### src/rtl/spim_pkg.sv
package spim_pkg;
  typedef struct packed {
    logic irq_en;
    logic run_en;
    logic txirq_en;
    logic host_sel;
    logic clk_pol;
    logic clk_pha;
    logic sel_out_en;
    logic lsb_first;
  } spim_ctl_t;

  localparam logic [7:0] CTL_RESET = 8'h04;
  localparam logic [1:0] A_CTL  = 2'd0;
  localparam logic [1:0] A_STAT = 2'd1;
  localparam logic [1:0] A_DATA = 2'd2;
  localparam int ST_DONE  = 0;
  localparam int ST_TXE   = 1;
  localparam int ST_FAULT = 2;
endpackage

### src/rtl/spim_edgegen.sv
module spim_edgegen #(
  parameter int DIV = 4
) (
  input  logic clk,
  input  logic rst,
  input  logic busy,
  output logic tick
);
  localparam int CW = (DIV > 1) ? $clog2(DIV) : 1;
  logic [CW-1:0] cnt;

  always_ff @(posedge clk) begin
    if (rst || !busy || cnt == '0) cnt <= CW'(DIV - 1);
    else                           cnt <= cnt - 1'b1;
  end

  assign tick = busy && (cnt == '0);
endmodule

### src/rtl/spim_regs.sv
module spim_regs
  import spim_pkg::*;
#(
  parameter int DATA_W = 8
) (
  input  logic              clk,
  input  logic              rst,
  input  logic [1:0]        reg_addr,
  input  logic              reg_wr,
  input  logic [DATA_W-1:0] reg_wdata,
  output logic [DATA_W-1:0] reg_rdata,
  input  logic              fault_in,
  input  logic              load,
  input  logic              xfer_done,
  input  logic [DATA_W-1:0] rx_byte,
  output spim_ctl_t         ctl,
  output logic [DATA_W-1:0] txbuf,
  output logic              pending,
  output logic              abort,
  output logic              irq
);
  spim_ctl_t         ctl_q, new_ctl;
  logic              done_q, txe_q, fault_q;
  logic [DATA_W-1:0] rx_q;
  logic              wr_ctl, wr_stat, wr_data, fmt_chg;

  assign wr_ctl  = reg_wr && reg_addr == A_CTL;
  assign wr_stat = reg_wr && reg_addr == A_STAT;
  assign wr_data = reg_wr && reg_addr == A_DATA;
  assign new_ctl = spim_ctl_t'(reg_wdata[7:0]);
  assign fmt_chg = {ctl_q.clk_pol, ctl_q.clk_pha, ctl_q.sel_out_en, ctl_q.lsb_first} !=
                   {new_ctl.clk_pol, new_ctl.clk_pha, new_ctl.sel_out_en, new_ctl.lsb_first};
  assign abort   = wr_ctl && ((ctl_q.run_en && !new_ctl.run_en) ||
                              (ctl_q.host_sel != new_ctl.host_sel) ||
                              (ctl_q.host_sel && fmt_chg));

  always_ff @(posedge clk) begin
    if (rst) begin
      ctl_q     <= spim_ctl_t'(CTL_RESET);
      done_q    <= 1'b0;
      txe_q     <= 1'b0;
      fault_q   <= 1'b0;
      pending   <= 1'b0;
      txbuf     <= '0;
      rx_q      <= '0;
      reg_rdata <= '0;
      irq       <= 1'b0;
    end else begin
      if (wr_ctl)  ctl_q <= new_ctl;
      if (wr_data) txbuf <= reg_wdata;
      if (!ctl_q.run_en) begin
        done_q  <= 1'b0;
        txe_q   <= 1'b0;
        fault_q <= 1'b0;
        pending <= 1'b0;
      end else begin
        if (load) begin
          txe_q   <= 1'b1;
          pending <= 1'b0;
        end
        if (wr_data) begin
          txe_q   <= 1'b0;
          pending <= 1'b1;
        end
        if (wr_stat && reg_wdata[ST_DONE])  done_q  <= 1'b0;
        if (wr_stat && reg_wdata[ST_FAULT]) fault_q <= 1'b0;
        if (xfer_done) begin
          done_q <= 1'b1;
          rx_q   <= rx_byte;
        end
        if (fault_in) fault_q <= 1'b1;
      end
      case (reg_addr)
        A_CTL:   reg_rdata <= DATA_W'(ctl_q);
        A_STAT:  reg_rdata <= DATA_W'({fault_q, txe_q, done_q});
        A_DATA:  reg_rdata <= rx_q;
        default: reg_rdata <= '0;
      endcase
      irq <= (ctl_q.irq_en & (done_q | fault_q)) | (ctl_q.txirq_en & txe_q);
    end
  end

  assign ctl = ctl_q;

  AST_OFF_CLEARS: assert property (@(posedge clk) disable iff (rst)
    $past(!ctl_q.run_en) |-> (!done_q && !txe_q && !fault_q));
  AST_LOAD_EMPTY: assert property (@(posedge clk) disable iff (rst)
    $past(load && !wr_data && ctl_q.run_en) |-> txe_q);
  AST_IRQ_QUIET: assert property (@(posedge clk) disable iff (rst)
    $past(!ctl_q.irq_en && !ctl_q.txirq_en) |-> !irq);
  AST_DONE_W1C: assert property (@(posedge clk) disable iff (rst)
    $past(wr_stat && reg_wdata[ST_DONE] && !xfer_done) |-> !done_q);
endmodule

### src/rtl/spim_shift.sv
module spim_shift
  import spim_pkg::*;
#(
  parameter int DATA_W = 8
) (
  input  logic              clk,
  input  logic              rst,
  input  spim_ctl_t         ctl,
  input  logic [DATA_W-1:0] txbuf,
  input  logic              pending,
  input  logic              abort,
  input  logic              tick,
  input  logic              miso,
  input  logic              fault_det_en,
  output logic              busy,
  output logic              load,
  output logic              xfer_done,
  output logic [DATA_W-1:0] rx_byte,
  output logic              sck,
  output logic              mosi,
  output logic              ss_n
);
  localparam int EDGES = 2 * DATA_W;
  localparam int CW    = $clog2(EDGES);

  logic              busy_q, sck_q, mosi_q, ss_q;
  logic [CW-1:0]     ecnt;
  logic [DATA_W-1:0] txs, rxs, rx_next, tx_shift, buf_shift;
  logic              start, smp, last, tx_out, first_out, auto_ss;

  always_comb begin
    start     = !busy_q && pending && ctl.run_en && ctl.host_sel && !abort;
    smp       = ctl.clk_pha ? ecnt[0] : !ecnt[0];
    last      = ecnt == CW'(EDGES - 1);
    rx_next   = ctl.lsb_first ? {miso, rxs[DATA_W-1:1]} : {rxs[DATA_W-2:0], miso};
    tx_out    = ctl.lsb_first ? txs[0] : txs[DATA_W-1];
    tx_shift  = ctl.lsb_first ? (txs >> 1) : (txs << 1);
    first_out = ctl.lsb_first ? txbuf[0] : txbuf[DATA_W-1];
    buf_shift = ctl.lsb_first ? (txbuf >> 1) : (txbuf << 1);
    auto_ss   = ctl.host_sel && ctl.sel_out_en && fault_det_en;
  end

  assign load      = start;
  assign xfer_done = busy_q && tick && last && !abort;
  assign rx_byte   = smp ? rx_next : rxs;

  always_ff @(posedge clk) begin
    if (rst) begin
      busy_q <= 1'b0;
      ecnt   <= '0;
      txs    <= '0;
      rxs    <= '0;
      sck_q  <= 1'b0;
      mosi_q <= 1'b0;
      ss_q   <= 1'b1;
    end else if (abort) begin
      busy_q <= 1'b0;
      sck_q  <= ctl.clk_pol;
      ss_q   <= 1'b1;
    end else if (!busy_q) begin
      sck_q <= ctl.clk_pol;
      ss_q  <= 1'b1;
      if (start) begin
        busy_q <= 1'b1;
        ecnt   <= '0;
        rxs    <= '0;
        ss_q   <= !auto_ss;
        if (ctl.clk_pha) txs <= txbuf;
        else begin
          mosi_q <= first_out;
          txs    <= buf_shift;
        end
      end
    end else if (tick) begin
      sck_q <= !sck_q;
      ecnt  <= ecnt + 1'b1;
      if (smp) rxs <= rx_next;
      else if (!last) begin
        mosi_q <= tx_out;
        txs    <= tx_shift;
      end
      if (last) begin
        busy_q <= 1'b0;
        ss_q   <= 1'b1;
      end
    end
  end

  assign busy = busy_q;
  assign sck  = sck_q;
  assign mosi = mosi_q;
  assign ss_n = ss_q;

  AST_SS_IDLE_HIGH: assert property (@(posedge clk) disable iff (rst)
    !busy_q |-> ss_q);
  AST_ABORT_STOPS: assert property (@(posedge clk) disable iff (rst)
    $past(abort) |-> !busy_q);
  AST_SLAVE_NOSTART: assert property (@(posedge clk) disable iff (rst)
    $past(!ctl.host_sel && !busy_q) |-> !busy_q);
endmodule

### src/rtl/spim_top.sv
module spim_top
  import spim_pkg::*;
#(
  parameter int DATA_W = 8,
  parameter int DIV    = 4
) (
  input  logic              clk,
  input  logic              rst,
  input  logic [1:0]        reg_addr,
  input  logic              reg_wr,
  input  logic [DATA_W-1:0] reg_wdata,
  output logic [DATA_W-1:0] reg_rdata,
  input  logic              fault_in,
  input  logic              fault_det_en,
  input  logic              miso,
  output logic              sck,
  output logic              mosi,
  output logic              ss_n,
  output logic              irq
);
  spim_ctl_t         ctl;
  logic [DATA_W-1:0] txbuf, rx_byte;
  logic              pending, abort, load, xfer_done, busy, tick;

  spim_regs #(.DATA_W(DATA_W)) u_regs (
    .clk(clk), .rst(rst), .reg_addr(reg_addr), .reg_wr(reg_wr),
    .reg_wdata(reg_wdata), .reg_rdata(reg_rdata), .fault_in(fault_in),
    .load(load), .xfer_done(xfer_done), .rx_byte(rx_byte), .ctl(ctl),
    .txbuf(txbuf), .pending(pending), .abort(abort), .irq(irq)
  );

  spim_edgegen #(.DIV(DIV)) u_edge (
    .clk(clk), .rst(rst), .busy(busy), .tick(tick)
  );

  spim_shift #(.DATA_W(DATA_W)) u_shift (
    .clk(clk), .rst(rst), .ctl(ctl), .txbuf(txbuf), .pending(pending),
    .abort(abort), .tick(tick), .miso(miso), .fault_det_en(fault_det_en),
    .busy(busy), .load(load), .xfer_done(xfer_done), .rx_byte(rx_byte),
    .sck(sck), .mosi(mosi), .ss_n(ss_n)
  );

  AST_SCK_MOVES: assert property (@(posedge clk) disable iff (rst)
    $past(busy && tick && !abort) |-> (sck != $past(sck)));
endmodule

### config.mk
export PLATFORM = sky130hd
export DESIGN_NAME = spim_top
export DESIGN_NICKNAME = d
export VERILOG_FILES = /design/src/rtl/spim_pkg.sv /design/src/rtl/spim_edgegen.sv /design/src/rtl/spim_regs.sv /design/src/rtl/spim_shift.sv /design/src/rtl/spim_top.sv
export SDC_FILE = /design/constraint.sdc
export NUM_CORES = 1
export LEC_CHECK = 0
export CORE_MARGIN = 2
export CORE_UTILIZATION = 45
export CTS_CLUSTER_SIZE = 20
export DETAILED_ROUTE_END_ITERATION = 16
export GPL_ROUTABILITY_DRIVEN = 0
export SETUP_SLACK_MARGIN = 0.2
export SLEW_MARGIN = 5
export SYNTH_ARGS = -nofsm -noshare
export SYNTH_HDL_FRONTEND = slang
export SYNTH_SLANG_ARGS = --single-unit
### constraint.sdc
create_clock -name clk -period 3.75 [get_ports clk]
set_clock_uncertainty 0.1 [all_clocks]
set_input_delay 1.125 -clock clk [delete_from_list [all_inputs] [get_ports clk]]
set_output_delay 1.125 -clock clk [all_outputs]
set_load 0.05 [all_outputs]
==> results.toml <==
[outcome]
status = "finished, final reports clean"

[power]
swShare_pct = 23.2
clock_power_share_pct = 44.0
pwr-share-comb_pct = 7.1
p_int_mw = 1.08
p_seq_share_pct = 48.9
switching_power_mw = 0.326
p_per_area_nw_per_um2 = 387
ir_worst_vdd_mv = 0.252
p_leak_nw = 1.33

[worst_setup_path]
critPathArrivalTime_ns = 3.25
crit_type = "in2reg"
crit_required_ns = 3.91
crit_start = "reg_wdata[0]"
endpoint_kind = "flip-flop"
worstPathMaxFanout = 17
start_kind = "primary input"
timing.rr.start = "u_regs.ctl[2]"

[hold_path]
hp-class = "reg2reg"
worstHoldStart = "u_edge.cnt[0]"

[placement]
numPortBuffers = 27
hpwl_um = 4810

[clock_network]
postCtsSetupBuffers = 0
h-tree-depth = 3
insertion_delay_ns = 0.34
numClockSinks = 63
cts_buffers = 9
tritoncts = "built"
clockRootBuffer = "clkbuf_8"
clock_path_buffers = 2
clk_pin_slew_worst_paths_ns = 0.07
holdBufCountCts = 0
cts_resized = 0

[die]
io_pins = 28
num_rows = 30
dieArea_um2 = 7540
fp.dieW_um = 86.8
start_util_pct = 46.0
die_h_um = 86.8
design.core.area_um2 = 6720

[finish]
syn2layout_area_growth_pct = 17.7
multi_input_area_um2 = 1710
num-fill-cells = 650
seq_area_um2 = 1260
final_common_cell = "dfxtp_1"
n_antenna_cell = 0
finish.net_count = 389
drive_gt1_share_pct = 10.4
layout_common_cells = "dfxtp_1, mux2i_1, nor2_1, nand2_1, clkdlybuf4s50_1"

[sta]
setup_tns_ns = 0
setup_viol = 0
fin_crit_ns = 3.09
whs_ns = 0.285
worst_slew_pin_slew_ns = 0.996
finalHoldViolations = 0
maxSlewHeadroom_pct = 33.6
slew_viol_final = 0
period_share_pct = 82.3
max_freq_ghz = 0.324
rsz0062_at_grt = "false"

[synthesis]
synth_edf_count = 0
synth_area_per_cell_um2 = 8.87
ys_types = 46
ys_seq_area_share_pct = 40.8
syn-instance-count = 348
synth_area_um2 = 3090
synthFlopType = "dfxtp_1"
ys_ff_latch = 63
synth_nets = 366
yosys_warnings = 0
async_reset_ff_share_pct = 0

[grt]
grt_pass1_vias = 2378
antenna_found_initial = 0
grt_start_max_net_pins = 59
grt_pass1_wl_um = 11900
grt_usage_pct = 20.8
grt-ovfl-total = 0

[detailed_routing]
antenna_left = 0
drtPass1Iterations = 4
drtIter0Drc = 90
vias_per_cell = 5.41
via_count = 2467
routedWlPerCell_um = 15.5
drc = 0
routed_wl_um = 7060

[job]
maxCapViolations = 0
area by class of cell:
cell class / count / area share, %
multi-input combinational: 255 / 47.0
timing repair buffer: 36 / 9.16
sequential: 63 / 34.7
tap: 80 / 2.75
clock inverter: 3 / 1.10
clock buffer: 13 / 4.65
inverter: 6 / 0.620
critical path, cell delays in order:
cell	delay [ns]
clkdlybuf4s50_1	0.49
xor2_1	0.20
o41ai_4	0.46
nand4_2	0.42
or2_2	0.42
a21oi_1	0.12
cells in the mapped netlist, drive strengths merged (6+ instances only):
| cell type | n | share of area, % |
|---|---|---|
| a21oi | 14 | 2.3 |
| or2 | 6 | 1.2 |
| nor2 | 37 | 4.5 |
| nor2b | 15 | 3.0 |
| nand3b | 9 | 2.2 |
| nand2 | 37 | 4.5 |
| mux2 | 8 | 2.9 |
| mux2i | 44 | 14 |
| buf | 9 | 1.5 |
| dfxtp | 63 | 41 |
| inv | 6 | 0.73 |
| a211oi | 10 | 2.4 |
| o21ai | 25 | 4.1 |
| clkbuf | 15 | 1.8 |
final timing paths:
kind	slack (ns)	depth (start not counted)	to
worst max-delay path	0.66	6	u_shift.txs[4]
worst min-delay path	0.28	1	u_edge.cnt[0]
worst max register to register	1.29	5	u_shift.txs[4]
worst min register to register	0.28	1	u_edge.cnt[0]
per-stage QoR:
step / cell area (µm²) / utilization (%) / instances / worst slack [ns] / total power [mW]
6_report: 3630 / 54.1 / 456 / 0.662 / 1.41
3_3_place_gp: 3420 / 50.9 / 440 / 0.357 / 0.802
2_1_floorplan: 3090 / - / 348 / 1.02 / 0.763
4_1_cts: 3630 / 54.0 / 456 / 0.656 / 1.42
3_5_place_dp: 3420 / 50.9 / 440 / 0.303 / 0.802
5_1_grt: 3630 / 54.1 / 456 / 0.500 / 1.47
sequential cells by signal, indices dropped and copies added, names as in the netlist:
| register | flops |
|---|---|
| u_regs.pending | 1 |
| u_regs.fault_q | 1 |
| u_regs.reg_rdata | 8 |
| u_shift.ss_n | 1 |
| u_regs.irq | 1 |
| u_regs.txbuf | 8 |
| u_regs.txe_q | 1 |
| u_shift.txs | 8 |
| u_regs.rx_q | 8 |
| u_edge.cnt | 2 |
| u_shift.busy | 1 |
| u_shift.ecnt | 4 |
| u_shift.mosi | 1 |
| u_shift.sck | 1 |
| u_regs.done_q | 1 |
| u_regs.ctl | 8 |
| u_shift.rxs | 8 |
logic make-up (layout without fill, tap and decap cells):
group / Yosys count / count (layout) / share of synthesized area (%)
and+or+nand+nor: 128 / 128 / 21.1
AOI/OAI and AO/OA: 65 / 65 / 13.3
DFF: 63 / 63 / 40.8
muxes: 53 / 53 / 17.9
buffers and inverters: 30 / 58 / 4.05
xor gates and xnor gates: 7 / 7 / 1.99
adders and majority gates: 2 / 2 / 0.810
power by group through the flow:
stage	combinational, mW	clock, mW	sequential (mW)
finish	0.0995	0.619	0.687
CTS	0.100	0.635	0.687
floorplan	0.0625	0	0.700
detailed placement	0.0994	0	0.702
global route	0.109	0.669	0.688
global placement	0.0992	0	0.702
per-layer routing:
metal / vias to the layer above / part of all wire [%] / global-route usage (%)
met5: - / 0 / 0
met2: 36 / 47 / 31.7
li1: 1268 / - / -
met1: 1157 / 49 / 28.3
met3: 6 / 3.3 / 5.81
met4: 0 / 1.2 / 6.82
No activity file was read; power rests on OpenSTA's default activity.
